--- config.mk ---
export PLATFORM = sky130hd
export DESIGN_NAME = plcp_hdr_rx
export DESIGN_NICKNAME = d
export VERILOG_FILES = /design/src/rtl/plcp_hdr_rx.sv
export SDC_FILE = /design/constraint.sdc
export NUM_CORES = 1
export LEC_CHECK = 0
export BUFFER_PORTS_ARGS = -buffer_cell sky130_fd_sc_hd__buf_2
export CAP_MARGIN = 5
export CORE_MARGIN = 2
export CORE_UTILIZATION = 46
export DETAILED_ROUTE_END_ITERATION = 10
export PLACE_DENSITY = 0.65
export SYNTH_ARGS = -nofsm -noshare
export SYNTH_HDL_FRONTEND = slang
export SYNTH_SLANG_ARGS = --single-unit
--- constraint.sdc ---
create_clock -name clk -period 3.65 [get_ports clk]
set_clock_uncertainty 0.05 [all_clocks]
set_input_delay 0 -clock clk [delete_from_list [all_inputs] [get_ports clk]]
set_output_delay 0 -clock clk [all_outputs]
set_load 0.05 [all_outputs]
--- src/rtl/plcp_hdr_rx.sv ---
module plcp_hdr_rx #(
  parameter int LEN_W = 12,
  parameter int SIG_W = 4,
  parameter int CRC_W = 16,
  parameter int DLM_W = 16,
  parameter logic [DLM_W-1:0] DLM = 16'h0CBD,
  parameter logic [CRC_W-1:0] POLY = 16'h1021,
  parameter logic [CRC_W-1:0] RESIDUE = 16'h1D0F,
  parameter logic [SIG_W-1:0] SIG_1M = 4'b0000,
  parameter logic [SIG_W-1:0] SIG_2M = 4'b0010
) (
  input  logic             clk,
  input  logic             rst_n,
  input  logic             bit_in,
  input  logic             bit_valid,
  output logic             hdr_good,
  output logic             hdr_bad,
  output logic [LEN_W-1:0] pay_len,
  output logic             rate_2m,
  output logic [LEN_W+2:0] arm_bits
);
  localparam int FLD_W = LEN_W + SIG_W;
  localparam int HDR_W = FLD_W + CRC_W;
  localparam int CNT_W = $clog2(HDR_W);

  logic             in_hdr;
  logic [CNT_W-1:0] cnt;
  logic [DLM_W-1:0] win;
  logic [CRC_W-1:0] crc;
  logic [FLD_W-1:0] fld;

  wire                 fb      = crc[CRC_W-1] ^ bit_in;
  wire [CRC_W-1:0]     crc_nx  = {crc[CRC_W-2:0], 1'b0} ^ (fb ? POLY : '0);
  wire [DLM_W-1:0]     win_nx  = {win[DLM_W-2:0], bit_in};
  wire [SIG_W-1:0]     sig     = fld[SIG_W-1:0];
  wire [LEN_W-1:0]     len     = fld[FLD_W-1:SIG_W];
  wire                 last    = in_hdr && (cnt == CNT_W'(HDR_W - 1));
  wire                 sig_ok  = (sig == SIG_1M) || (sig == SIG_2M);
  wire                 hdr_ok  = sig_ok && (crc_nx == RESIDUE);

  always_ff @(posedge clk) begin
    if (!rst_n) begin
      in_hdr   <= 1'b0;
      cnt      <= '0;
      win      <= '1;
      crc      <= '1;
      fld      <= '0;
      hdr_good <= 1'b0;
      hdr_bad  <= 1'b0;
      pay_len  <= '0;
      rate_2m  <= 1'b0;
      arm_bits <= '0;
    end else begin
      hdr_good <= 1'b0;
      hdr_bad  <= 1'b0;
      if (bit_valid) begin
        if (!in_hdr) begin
          win <= win_nx;
          if (win_nx == DLM) begin
            in_hdr <= 1'b1;
            cnt    <= '0;
            crc    <= '1;
          end
        end else begin
          crc <= crc_nx;
          cnt <= cnt + 1'b1;
          if (cnt < CNT_W'(FLD_W)) fld <= {fld[FLD_W-2:0], bit_in};
          if (last) begin
            in_hdr <= 1'b0;
            win    <= '1;
            if (hdr_ok) begin
              hdr_good <= 1'b1;
              pay_len  <= len;
              rate_2m  <= (sig == SIG_2M);
              arm_bits <= {len, 3'b000};
            end else begin
              hdr_bad  <= 1'b1;
            end
          end
        end
      end
    end
  end

  AST_FLAG_EXCL: assert property (@(posedge clk) disable iff (!rst_n)
    !(hdr_good && hdr_bad));
  AST_GOOD_PULSE: assert property (@(posedge clk) disable iff (!rst_n)
    hdr_good |=> !hdr_good);
  AST_FIELDS_HELD: assert property (@(posedge clk) disable iff (!rst_n)
    !hdr_good |-> ($stable(pay_len) && $stable(rate_2m) && $stable(arm_bits)));
  AST_FLAG_AFTER_BIT: assert property (@(posedge clk) disable iff (!rst_n)
    (hdr_good || hdr_bad) |-> $past(bit_valid));
endmodule

==> metrics.txt <==
crit end category flop; Worst Path Required about 3.9 ns; logic depth of the worst register-to-register path 4; Antenna Nets Post-Route 0; layout-stage area growth over the synthesis result 7.72%; crit path launch type flop; Critical Path Max Stage Delay ~0.61 ns; power density normalized to cell area between 400 and 500 nW/µm²; Clock Sinks a little under 70; clock-pin slew on the worst setup and hold paths roughly 0.070 ns; fraction of final layout cells sized beyond drive strength 1 14.4%; share of synthesized area occupied by flip-flops and latches a little under half; per-cell routed wire length roughly 13 µm; post-DR vias/cell between 5 and 6; number of pins with negative max-slew slack in the final report 0; hold crit path type in2reg; startpoint-to-endpoint class of the critical path reg2reg; most used cells in the layout excluding fill and tap cells sky130_fd_sc_hd__dfxtp_1, sky130_fd_sc_hd__nand2_1, sky130_fd_sc_hd__a21oi_1; post-synthesis instance area roughly 2900 µm²; Flop pwr share between 50 and 60%; via count of the first global-routing pass about 2000; Cell variety after synth 39; Reg2Reg Setup Slack between 1 and 1.5 ns; top achievable clock speed around 0.45 GHz; buffers plus inverters on the worst setup path 0; die boundary height approximately 83 µm; Combinational Power Share 2.8%; number of I/O port buffers 30; core area 5990 µm²; I/O pin total 34; # Max-Cap Violations 0; first-pass GRT wire length just over 9000 µm; Max-Slew Margin vs Limit between 30% and 40%; number of H-tree levels 3; reg2reg start in_hdr$_SDFFE_PN0P_; Worst Hold Slack approximately 0.19 ns; ordered list of cells on the worst path and2_1, nand2_1, or4_1, a21oi_1; total routed wirelength roughly 5500 µm; number of gates resized after CTS 0; sw frac between 20% and 30%; number of endpoints failing setup at the final stage 0; post-layout util 52.2%; number of buffers added by the clock tree synthesis step 9; RR Endpoint rate_2m$_SDFFE_PN0P_; total negative setup slack 0 ns; initial antenna violation count 0; number of flip-flops and latches in the synthesized netlist about 70; drt first pass iters 6; clock tree from TritonCTS built; Critical Path AT ~2.4 ns; outcome finished, final reports clean; HPWL after detailed placement about 3500 µm; Die X-Extent 83.4 µm; Clock Root Buffer sky130_fd_sc_hd__clkbuf_8; Starting DRT DRC Count ~120; actual slew at the worst max-slew pin between 1 and 1.5 ns; net count reported at finish approximately 340; vias 2241; Die Footprint a little under 7000 µm²; unrepaired setup endpoints after global routing no; cell count after synthesis ~330; most frequent standard cell in the layout excluding fill and tap cells sky130_fd_sc_hd__dfxtp_1; P_leak ~0.0012 µW; worst setup path startpoint in_hdr$_SDFFE_PN0P_; Final Wtd Congestion between 0.7 and 0.8; switching power summed over all nets approximately 280 µW; yosys warns 0; Worst-Skew Late Latency roughly 0.32 ns; kind of cell adding the most delay to the critical path simple AND/OR/NAND/NOR gates; Levels on crit path 4; # fillers about 560; Final Hold Viols 0; global-route usage over all layers approximately 16%; worst-path cell with the longest stage delay sky130_fd_sc_hd__dfxtp_1; number of antenna repair diodes 0; largest vdd supply drop 0.170 mV; maximum fanout along the worst path 19; number of placement rows 28; final worst path period share between 60% and 70%; Final Critical Period between 2 and 2.5 ns; Clk network pwr share about two fifths; overall power consumption around 1300 µW; overflow left after global routing 0; number of buffers on the longest clock path 2; effective utilization at floorplan between 40% and 50%; number of DRC violations after detailed routing 0; maximum number of pins on one net before global-route repair 66; Avg Inst Size Synth a little under 9 µm²; internal power about 1000 µW; CP endpoint rate_2m$_SDFFE_PN0P_
## logic make-up (layout without fill, tap and decap cells)
logic type                 count (synthesis)  count (layout)  share of synthesized area, %
and+or+nand+nor                          128             128                          22.7
AOI/OAI and AO/OA                         72              72                          15.1
DFF                                       68              68                          46.9
buffers and inverters                     41              49                          7.55
muxes                                     16              16                          5.52
xor gates and xnor gates                   3               3                          1.17
adders and majority gates                  2               2                         0.863
other                                      1               3                         0.129
## worst min-delay path: stages
cell and delay (ns):
sky130_fd_sc_hd__buf_2 0.13, sky130_fd_sc_hd__nand2_1 0.18, sky130_fd_sc_hd__o211ai_1 0.14, sky130_fd_sc_hd__a21oi_1 0.07
## cell type report
class                           instances  area [µm²]  area share [%]
Multi-Input combinational cell        224        1330            42.5
Clock buffer                           11         141            4.53
Sequential cell                        68        1360            43.6
Timing Repair Buffer                   33         178            5.69
Inverter                                2        7.51           0.240
Tap cell                               75        93.8            3.00
Clock inverter                          3        15.0           0.481
## Yosys cell counts, drive strengths merged
library cell	count	share of area, %
nor3b	13	3.4
o22ai	15	3.2
nor3	3	0.52
clkbuf	19	2.5
buf	20	4.8
a21boi	1	0.26
nand2	56	7.2
or3	2	0.43
ha	2	0.86
conb	1	0.13
and4	3	0.91
o21a	1	0.26
nor4bb	2	0.69
nand3	1	0.17
a21oi	34	6.3
and3b	1	0.30
and3	1	0.22
xor2	3	1.2
inv	2	0.26
nor4	1	0.22
nand2b	2	0.43
o21ai	3	0.52
o211ai	2	0.52
mux2i	16	5.5
a31oi	1	0.22
and4b	1	0.35
and2	2	0.43
and4bb	1	0.43
nand4	14	3.2
a211oi	2	0.52
nor2	23	3.0
o31ai	13	3.4
or4	1	0.26
dfxtp	68	47
nor4b	1	0.52
## state kept, by name, indices dropped and copies added (netlist names)
| signal | count |
|---|---|
| rate_2m | 1 |
| crc | 16 |
| pay_len | 12 |
| in_hdr | 1 |
| fld | 16 |
| cnt | 5 |
| hdr_bad | 1 |
| hdr_good | 1 |
| win | 15 |
## metrics by stage
stage / setup WS (ns) / cells / instance area (µm²)
2_1_floorplan: 1.90 / 333 / 2910
3_3_place_gp: 1.47 / 400 / 2950
3_5_place_dp: 1.44 / 400 / 2950
4_1_cts: 1.41 / 416 / 3120
5_1_grt: 1.21 / 416 / 3120
6_report: 1.41 / 416 / 3120
## how the worst min path moves through the flow
stage	startpoint	end	slack, ns	depth (start not counted)
2_1_floorplan	bit_in	win[0]$_SDFFE_PN1P_	0.07	2
3_3_place_gp	bit_in	fld[0]$_SDFFE_PN0P_	0.26	3
3_5_place_dp	bit_in	fld[0]$_SDFFE_PN0P_	0.26	3
4_1_cts	bit_valid	cnt[1]$_SDFFE_PN0P_	0.16	4
5_1_grt	bit_valid	cnt[1]$_SDFFE_PN0P_	0.22	4
6_report	bit_valid	cnt[1]$_SDFFE_PN0P_	0.19	4
## metal layers
metal,wire [µm],GRT usage [%],vias up
met4,89,6.86,0
li1,-,-,1169
met3,286,3.78,10
met2,2260,23.5,59
met5,0,0,-
met1,2860,23.1,1003
## power groups by stage
| stage | Sequential [µW] | Combinational [µW] | Clock, µW |
|---|---|---|---|
| after floorplan | 760 | 30.6 | 0 |
| after global placement | 761 | 34.9 | 0 |
| after detailed placement | 761 | 34.8 | 0 |
| after CTS | 744 | 36.5 | 526 |
| after global routing | 744 | 39.7 | 558 |
| final | 744 | 36.4 | 509 |
## what timing repair did
action	4_1_cts	5_1_grt
endpoints found under the hold margin	16	0
hold buffers	2	0
setup buffers	0	0
setup endpoints to repair	0	0
Note: power is estimated with default switching activity, not from simulation.
